### config.mk
export PLATFORM = sky130hd
export DESIGN_NAME = pci_err_signal
export DESIGN_NICKNAME = d
export VERILOG_FILES = /design/src/rtl/errsig_pkg.sv /design/src/rtl/errsig_regs.sv /design/src/rtl/errsig_ctrl.sv /design/src/rtl/pci_err_signal.sv
export SDC_FILE = /design/constraint.sdc
export NUM_CORES = 1
export LEC_CHECK = 0
export ABC_AREA = 1
export BUFFER_PORTS_ARGS = -buffer_cell sky130_fd_sc_hd__buf_4
export CORE_ASPECT_RATIO = 1.4
export CORE_MARGIN = 8
export CORE_UTILIZATION = 42
export DETAILED_ROUTE_END_ITERATION = 10
export MAX_ROUTING_LAYER = met4
export PLACE_DENSITY = 0.87
export SETUP_SLACK_MARGIN = 0.4
export SLEW_MARGIN = 40
export SYNTH_ARGS = -nofsm -noshare
export SYNTH_HDL_FRONTEND = slang
export SYNTH_SLANG_ARGS = --single-unit
### constraint.sdc
create_clock -name clk -period 1.1 [get_ports clk]
set_input_delay 0.165 -clock clk [delete_from_list [all_inputs] [get_ports clk]]
set_output_delay 0.165 -clock clk [all_outputs]
set_load 0.02 [all_outputs]
### src/rtl/errsig_pkg.sv
`timescale 1ns/1ps
package errsig_pkg;
  localparam int STS_W = 7;
  localparam int STS_SBE = 0;
  localparam int STS_MBE = 1;
  localparam int STS_DRAM = 2;
  localparam int STS_TABORT = 3;
  localparam int STS_APAR = 4;
  localparam int STS_DPAR = 5;
  localparam int STS_PSEEN = 6;

  localparam int ECMD_W = 4;
  localparam int CMD_SERR_BIT = 8;
  localparam int CMD_PERR_BIT = 6;
  localparam logic [15:0] CMD_WMASK = 16'h0140;
  localparam logic [15:0] CMD_FIXED = 16'h0006;

  typedef struct packed {
    logic [STS_W-1:0] stsSet;
  } ctlStrobes_t;
endpackage

### src/rtl/errsig_regs.sv
`timescale 1ns/1ps
module errsig_regs
  import errsig_pkg::*;
#(
  parameter int ADDR_W = 8,
  parameter int DATA_W = 16,
  parameter logic [ADDR_W-1:0] CMD_ADDR = 8'h04,
  parameter logic [ADDR_W-1:0] ECMD_ADDR = 8'h50,
  parameter logic [ADDR_W-1:0] STS_ADDR = 8'h52
) (
  input  logic              clk,
  input  logic              rstN,
  input  logic              cfgWe,
  input  logic [ADDR_W-1:0] cfgAddr,
  input  logic [DATA_W-1:0] cfgWData,
  output logic [DATA_W-1:0] cfgRData,
  input  ctlStrobes_t       strobes,
  output logic              serrEn,
  output logic              perrEn,
  output logic [ECMD_W-1:0] ecmdEn
);
  localparam logic [DATA_W-1:0] ECMD_WMASK = DATA_W'((1 << ECMD_W) - 1);

  logic [DATA_W-1:0] cmdQ;
  logic [DATA_W-1:0] ecmdQ;
  logic [STS_W-1:0]  stsQ;
  logic wrCmd, wrEcmd, wrSts;

  assign wrCmd  = cfgWe && (cfgAddr == CMD_ADDR);
  assign wrEcmd = cfgWe && (cfgAddr == ECMD_ADDR);
  assign wrSts  = cfgWe && (cfgAddr == STS_ADDR);

  always_ff @(posedge clk) begin
    if (!rstN) begin
      cmdQ  <= '0;
      ecmdQ <= '0;
    end else begin
      if (wrCmd)  cmdQ  <= cfgWData & DATA_W'(CMD_WMASK);
      if (wrEcmd) ecmdQ <= cfgWData & ECMD_WMASK;
    end
  end

  // one sticky bit per source; a set in the same cycle beats a clear
  for (genvar b = 0; b < STS_W; b++) begin : gSts
    always_ff @(posedge clk) begin
      if (!rstN)                      stsQ[b] <= 1'b0;
      else if (strobes.stsSet[b])     stsQ[b] <= 1'b1;
      else if (wrSts && cfgWData[b])  stsQ[b] <= 1'b0;
    end
  end

  assign serrEn = cmdQ[CMD_SERR_BIT];
  assign perrEn = cmdQ[CMD_PERR_BIT];
  assign ecmdEn = ecmdQ[ECMD_W-1:0];

  always_comb begin
    cfgRData = '0;
    if (cfgAddr == CMD_ADDR)       cfgRData = cmdQ | DATA_W'(CMD_FIXED);
    else if (cfgAddr == ECMD_ADDR) cfgRData = ecmdQ;
    else if (cfgAddr == STS_ADDR)  cfgRData = DATA_W'(stsQ);
  end

  AST_STS_STICKY: assert property (@(posedge clk) disable iff (!rstN)
    !($past(wrSts) && $past(rstN)) |-> ((stsQ & $past(stsQ)) == $past(stsQ)))
    else $error("sticky status bit dropped without a clear");

  AST_CMD_FIXED: assert property (@(posedge clk) disable iff (!rstN)
    (cfgAddr == CMD_ADDR) |-> ((cfgRData & ~DATA_W'(CMD_WMASK)) == DATA_W'(CMD_FIXED)))
    else $error("command register fixed bits corrupted");

  AST_STS_FROM_STROBE: assert property (@(posedge clk) disable iff (!rstN)
    $rose(stsQ[STS_TABORT]) |-> $past(strobes.stsSet[STS_TABORT]))
    else $error("status set with no reported event");
endmodule

### src/rtl/errsig_ctrl.sv
`timescale 1ns/1ps
module errsig_ctrl
  import errsig_pkg::*;
(
  input  logic              clk,
  input  logic              rstN,
  input  logic              evSbe,
  input  logic              evMbe,
  input  logic              evDramPar,
  input  logic              evTgtAbort,
  input  logic              evAddrPar,
  input  logic              evDataPar,
  input  logic              evPerrSeen,
  input  logic              isRead,
  input  logic              selfInit,
  input  logic              serrEn,
  input  logic              perrEn,
  input  logic [ECMD_W-1:0] ecmdEn,
  output ctlStrobes_t       strobes,
  output logic              serrOe,
  output logic              perrOut
);
  logic qSbe, qMbe, qDram, qTab, qApar, qDpar, qPseen;
  logic isReceiver, serrReq, perrStage;

  // agent takes the data: read as initiator, or write as target
  assign isReceiver = (isRead == selfInit);

  assign qSbe   = evSbe      && ecmdEn[0] && serrEn;
  assign qMbe   = evMbe      && ecmdEn[1] && serrEn;
  assign qDram  = evDramPar  && ecmdEn[2] && serrEn;
  assign qPseen = evPerrSeen && ecmdEn[3] && serrEn;
  assign qTab   = evTgtAbort && serrEn;
  assign qApar  = evAddrPar  && serrEn && perrEn;
  assign qDpar  = evDataPar  && isReceiver && perrEn;

  assign serrReq = qSbe | qMbe | qDram | qPseen | qTab | qApar;

  always_comb begin
    strobes = '0;
    strobes.stsSet[STS_SBE]    = qSbe;
    strobes.stsSet[STS_MBE]    = qMbe;
    strobes.stsSet[STS_DRAM]   = qDram;
    strobes.stsSet[STS_TABORT] = qTab;
    strobes.stsSet[STS_APAR]   = qApar;
    strobes.stsSet[STS_DPAR]   = qDpar;
    strobes.stsSet[STS_PSEEN]  = qPseen;
  end

  always_ff @(posedge clk) begin
    if (!rstN) begin
      serrOe    <= 1'b0;
      perrStage <= 1'b0;
      perrOut   <= 1'b0;
    end else begin
      serrOe    <= serrReq;
      perrStage <= qDpar;
      perrOut   <= perrStage;
    end
  end

  AST_SERR_MASTER_GATE: assert property (@(posedge clk) disable iff (!rstN)
    !serrEn |=> !serrOe)
    else $error("SERR# driven while disabled");

  AST_SERR_HAS_CAUSE: assert property (@(posedge clk) disable iff (!rstN)
    serrOe |-> $past(evSbe | evMbe | evDramPar | evTgtAbort | evAddrPar | evPerrSeen))
    else $error("SERR# driven with no source event");

  AST_PERR_TWO_LATE: assert property (@(posedge clk) disable iff (!rstN)
    perrOut |-> ($past(evDataPar, 2) && $past(perrEn, 2)))
    else $error("PERR# without an enabled data-parity event");

  AST_APAR_NEEDS_BOTH: assert property (@(posedge clk) disable iff (!rstN)
    (evAddrPar && !perrEn && !evSbe && !evMbe && !evDramPar && !evTgtAbort && !evPerrSeen) |=> !serrOe)
    else $error("address parity reported with parity disabled");
endmodule

### src/rtl/pci_err_signal.sv
`timescale 1ns/1ps
module pci_err_signal
  import errsig_pkg::*;
#(
  parameter int ADDR_W = 8,
  parameter int DATA_W = 16
) (
  input  logic              clk,
  input  logic              rstN,
  input  logic              cfgWe,
  input  logic [ADDR_W-1:0] cfgAddr,
  input  logic [DATA_W-1:0] cfgWData,
  output logic [DATA_W-1:0] cfgRData,
  input  logic              evSbe,
  input  logic              evMbe,
  input  logic              evDramPar,
  input  logic              evTgtAbort,
  input  logic              evAddrPar,
  input  logic              evDataPar,
  input  logic              evPerrSeen,
  input  logic              isRead,
  input  logic              selfInit,
  output logic              serrOe,
  output logic              serrN,
  output logic              perrN
);
  ctlStrobes_t       strobes;
  logic              serrEn, perrEn, perrOut;
  logic [ECMD_W-1:0] ecmdEn;

  errsig_regs #(.ADDR_W(ADDR_W), .DATA_W(DATA_W)) uRegs (
    .clk(clk), .rstN(rstN), .cfgWe(cfgWe), .cfgAddr(cfgAddr),
    .cfgWData(cfgWData), .cfgRData(cfgRData), .strobes(strobes),
    .serrEn(serrEn), .perrEn(perrEn), .ecmdEn(ecmdEn)
  );

  errsig_ctrl uCtrl (
    .clk(clk), .rstN(rstN), .evSbe(evSbe), .evMbe(evMbe),
    .evDramPar(evDramPar), .evTgtAbort(evTgtAbort), .evAddrPar(evAddrPar),
    .evDataPar(evDataPar), .evPerrSeen(evPerrSeen), .isRead(isRead),
    .selfInit(selfInit), .serrEn(serrEn), .perrEn(perrEn), .ecmdEn(ecmdEn),
    .strobes(strobes), .serrOe(serrOe), .perrOut(perrOut)
  );

  assign serrN = ~serrOe;
  assign perrN = ~perrOut;

  AST_SERR_PIN_MATCH: assert property (@(posedge clk) disable iff (!rstN)
    serrOe == !serrN)
    else $error("SERR# level disagrees with its enable");

  AST_PERR_ONE_CLOCK: assert property (@(posedge clk) disable iff (!rstN)
    (!perrN && !$past(evDataPar)) |=> perrN)
    else $error("PERR# held too long");
endmodule

==> metrics, run 1 <==
CTS Hold Bufs=0; first-pass GRT wire length=5710 µm; worst-path cell with the longest stage delay=nor2_4; Die H=70.5 µm; CP required=940 ps; LEAKAGE=0.716 nW; CTS tree=yes; Multi-input gate area=752 µm²; die width=54.9 µm; Clock Sinks=16; core area=2000 µm²; Power Total=1.16 mW; syn_area_per_cell=6.80 µm²; via count of the first global-routing pass=1208; Total Routed Length=4030 µm; crit path max fanout=5; Starting Density=44.6%; largest net degree at the start of global routing=10; Placer Congestion=0.838; Slew Limit Fails=0; Cell Rows=19; post-detail-place hpwl=2150 µm; failing checks=setup timing; CP Cell Sequence=buf_8 > nor2_4 > nand2_4 > nor2_4 > nand2_2 > nand3_2 > buf_6; DR WL/cell=19.6 µm; cells after synthesis=131; status=complete, but fails checks; final worst-path cycle share=111%; share of layout cells above drive strength 1=72.3%; Setup WS pre-CTS=-195 ps; maxcap violations=0; reg-to-reg startpoint=uRegs.cmdQ[8]$_SDFFE_PN0P_; Worst Slack Setup Final=-124 ps; VDD IR max=0.000872 V; number of synthesized register bits=16; Yosys Warn Count=0; clock slew at reported path FFs=100 ps; grt ovf=0; Final Hold Violating Endpoints=0; sequential fraction of the synthesis area=36.0%; Worst R2R End=uCtrl.serrOe$_SDFF_PN0_; flip-flop and latch area=333 µm²; nets=222; DRT antenna net count=0; startpoint types=input port; final critical-path required period=1220 ps; clk_lat worst skew=290 ps; EDFF count, synth=0; Port Buf Inserts=38; crit path DAT=1060 ps; Yosys top cell area share=36.0%; initial antenna violation count=0; most frequent cells after synthesis=nand2_1 (23), nor2_1 (21), nand3_1 (17); DRT iter0 DRCs=24; beginning of the critical path=cfgAddr[3]; Num CTS Buffers=3; die area=3870 µm²; dominant synthesized flop cell=dfxtp_1; H-Tree Depth=1; P&R area growth vs syn=96.6%; Power Density=662 nW/µm²; RSZ-0062 raised after global routing=yes; Avg Vias per Cell=5.59; Setup crit end kind=output port; critical path type=input port to output port; R2R Setup Slk=40 ps; Post-synth ARST share=0%; vias=1146; Fillers=97; most common cell in the netlist=nand2_1; Final Setup Violations=5; R2R cell count=5; Cell variety after synth=22; Hold WC Path Type=input port to register; post-synth top area cell=dfxtp_1; TritonRoute pass-1 iters=4; Max Root-Sink Buffers=2; CP max stage delay=240 ps; Fmax achieved=0.817 GHz; most frequent CP cell=nor2_4; Residual DRC=0; io pins=55; final setup skew=2.40 ps; Setup crit end=cfgRData[1]; synthesized area=891 µm²; synth top area cells=dfxtp_1 (36%), nand2_1 (9.7%), nand3_1 (9.6%), nor2_1 (8.8%), buf_4 (6.7%); n_diodes=0; root buf cell=clkbuf_4; Global Route Usage Sum=19.7%; hold_ws=134 ps
[worst min-delay path by stage]
stage / start / end / slack (ps) / cells past startpoint
4_1_cts: cfgWData[0] / uRegs.ecmdQ[0]$_SDFFE_PN0P_ / 140 / 3
3_3_place_gp: uCtrl.perrStage$_SDFF_PN0_ / uCtrl.perrOut$_SDFF_PN0_ / 410 / 2
6_report: cfgWData[2] / uRegs.ecmdQ[2]$_SDFFE_PN0P_ / 130 / 3
5_1_grt: cfgWData[2] / uRegs.ecmdQ[2]$_SDFFE_PN0P_ / 140 / 3
2_1_floorplan: cfgWData[0] / uRegs.ecmdQ[0]$_SDFFE_PN0P_ / 310 / 2
3_5_place_dp: uCtrl.perrStage$_SDFF_PN0_ / uCtrl.perrOut$_SDFF_PN0_ / 420 / 2
[per-layer routing]
layer	GRT usage, %	share of wire (%)
met2	34.0	55
met1	19.4	35
met3	2.97	6.9
met5	-	0
met4	11.3	3.9
[sequential cells by signal, indices dropped and copies added (netlist names)]
name,flops
uRegs.ecmdQ,4
uRegs.stsQ,7
uCtrl.perrOut,1
uRegs.cmdQ,2
uCtrl.serrOe,1
uCtrl.perrStage,1
[power by group]
group,internal [mW],leakage (nW),switching (mW)
registers,0.574,0.133,0.000699
clock network,0.127,0.0138,0.198
logic,0.118,0.569,0.142
[metrics by stage]
stage | TNS, ps | instance area [µm²] | util [%] | cells
after detailed placement | -2010 | 1300 | 65.3 | 190
after global placement | -1490 | 1300 | 65.3 | 190
after CTS | -168 | 1590 | 79.4 | 200
after global routing | -707 | 1750 | 87.7 | 205
final | -517 | 1750 | 87.7 | 205
after floorplan | 0 | 1050 | - | 138
[layout make-up]
cell class	instances	share of cell area, %
Multi-Input combinational cell	95	42.9
Clock buffer	3	1.29
Tap cell	21	1.50
Timing Repair Buffer	54	30.7
Inverter	16	4.57
Sequential cell	16	19.0
[layout by cell type, fill, tap and decap left out, drive strengths merged]
master,instances
a21oi,6
a22o,1
a31oi,1
buf,54
clkbuf,3
clkinv,2
conb,8
dfxtp,16
inv,14
nand2,26
nand3,17
nand4,1
nor2,28
o21ai,6
xnor2,1
[worst max-delay path, delay by kind of cell]
kind | cells | cell delay (ps)
and+or+nand+nor | 5 | 660
buffers and inverters | 2 | 220
[timing repair]
item / CTS / global route
pin swaps: 25 / 27
gates cloned: 1 / 0
resized for setup: 59 / 31
setup endpoints to repair: 26 / 26
buffers inserted: 6 / 5
[cells by family (layout without fill, tap and decap cells)]
family	Yosys count	in the layout	synth area share [%]
other	1	8	0.421
buffers and inverters	28	73	16.6
flip-flops	16	16	36.0
AND/OR/NAND/NOR	71	72	37.5
XOR/XNOR	1	1	0.983
AO/OA/AOI/OAI	14	14	8.57
Power figures use the tool's default switching activity.
==> run 2: changes to the inputs <==
==> constraint.sdc (replaced) <==
create_clock -name clk -period 1.1 [get_ports clk]
set_input_delay 0.22 -clock clk [delete_from_list [all_inputs] [get_ports clk]]
set_output_delay 0.22 -clock clk [all_outputs]
set_load 0.02 [all_outputs]
==> metrics, run 2 (synthesized netlist as in run 1, its figures left out) <==
Slew Limit Fails=0; Port Buf Inserts=38; Starting Density=44.6%; WP depth=7; core area=2000 µm²; nets=222; CP Cell Sequence=buf_8 > nor2_4 > nand2_4 > buf_6 > nor2_4 > a22o_2 > buf_6; CP required=880 ps; crit path max fanout=5; Setup WS pre-CTS=-286 ps; commonest non-fill, non-tap cell in the layout=buf_4; beginning of the critical path=cfgAddr[7]; Setup TNS Final=-1430 ps; min-delay src=cfgWData[0]; CP delay by family, top=simple AND/OR/NAND/NOR gates; Buf/Inv on CP=3; initial antenna violation count=0; LEAKAGE=0.703 nW; n_diodes=0; largest net degree at the start of global routing=10; R2R Setup Slk=20 ps; Global Route Usage Sum=16.5%; vias=1061; Placer Congestion=0.821; Power Density=683 nW/µm²; TritonRoute pass-1 iters=4; maxcap violations=0; R2R cell count=6; Clock Sinks=16; number of flip-flops in the largest register=7; share of layout cells above drive strength 1=61.4%; crit path DAT=1080 ps; final worst-path cycle share=118%; status=complete, but fails checks; die width=54.9 µm; Hold WC Path Type=input port to register; CTS tree=yes; first-pass GRT wire length=4780 µm; H-Tree Depth=1; Final Hold Violating Endpoints=0; final critical-path required period=1300 ps; hold_ws=180 ps; Worst Hold Depth=3; Finished Core Util=82.8%; Avg Vias per Cell=5.18; Design Area, Final=1650 µm²; DRT iter0 DRCs=40; VDD IR max=0.000962 V; critical path type=input port to output port; biggest regs=uRegs.stsQ (7), uRegs.ecmdQ (4), uRegs.cmdQ (2); root buf cell=clkbuf_4; Post-DP Area=1320 µm²; post-detail-place hpwl=2200 µm; final setup skew=6.50 ps; CTS Hold Bufs=0; RSZ-0062 raised after global routing=yes; Residual DRC=0; Setup crit end kind=output port; Die H=70.5 µm; CP max stage delay=190 ps; Worst Slack Setup Final=-199 ps; DR WL/cell=16.3 µm; worst-path cell with the longest stage delay=a22o_2; clock slew at reported path FFs=90 ps; reg-to-reg startpoint=uRegs.cmdQ[8]$_SDFFE_PN0P_; Cell Rows=19; Num CTS Buffers=3; Total Routed Length=3330 µm; startpoint types=input port; die area=3870 µm²; Final Setup Violations=10; DRT antenna net count=0; Fmax achieved=0.770 GHz; Largest Register=uRegs.stsQ; failing checks=setup timing; Max Root-Sink Buffers=2; io pins=55; most frequent cells in the layout=buf_4 (29), buf_6 (23), nand2_1 (16); via count of the first global-routing pass=1100; clk_lat worst skew=300 ps; P&R area growth vs syn=85.7%; grt ovf=0
==> run 2: worst paths after layout <==
kind / end
min: uRegs.ecmdQ[0]$_SDFFE_PN0P_
max: cfgRData[0]
min reg2reg: uCtrl.perrOut$_SDFF_PN0_
max reg2reg: uCtrl.serrOe$_SDFF_PN0_
==> run 2: metal layers <==
layer  GRT usage, %  wire length [µm]  up-vias
li1               -                 -      506
met1           18.4              1240      495
met2           26.3              1800       49
met3           2.97               181       11
met4           8.85               113        0
met5              -                 0        -
==> run 2: layout make-up <==
cell class	instances	area, µm²
multi-input cells	94	678
well taps	21	26.3
fillers	114	343
clock buffers	3	22.5
inverters	16	80.1
flip-flops and latches	16	325
repair buffers	55	522
==> run 2: tightest hold or removal path, cell delays in order <==
cell and delay (ps):
buf_4 90, o21ai_1 60, nor2_1 70
==> run 2: what timing repair did <==
item                       in CTS  in global routing
gates resized for setup        42                 19
setup endpoints to repair      25                 26
setup buffers                   6                  4
pin swaps                      22                 10
==> run 2: power breakdown <==
group | leakage [nW] | switching (mW) | internal [mW]
clock | 0.0138 | 0.190 | 0.128
combinational | 0.558 | 0.125 | 0.107
sequential | 0.131 | 0.000667 | 0.579
==> run 2: per-stage QoR <==
| stage | power (mW) | std cells |
|---|---|---|
| after global routing | 1.17 | 205 |
| after floorplan | 0.700 | 138 |
| after detailed placement | 0.787 | 192 |
| after CTS | 1.12 | 201 |
| after global placement | 0.781 | 192 |
| final | 1.13 | 205 |
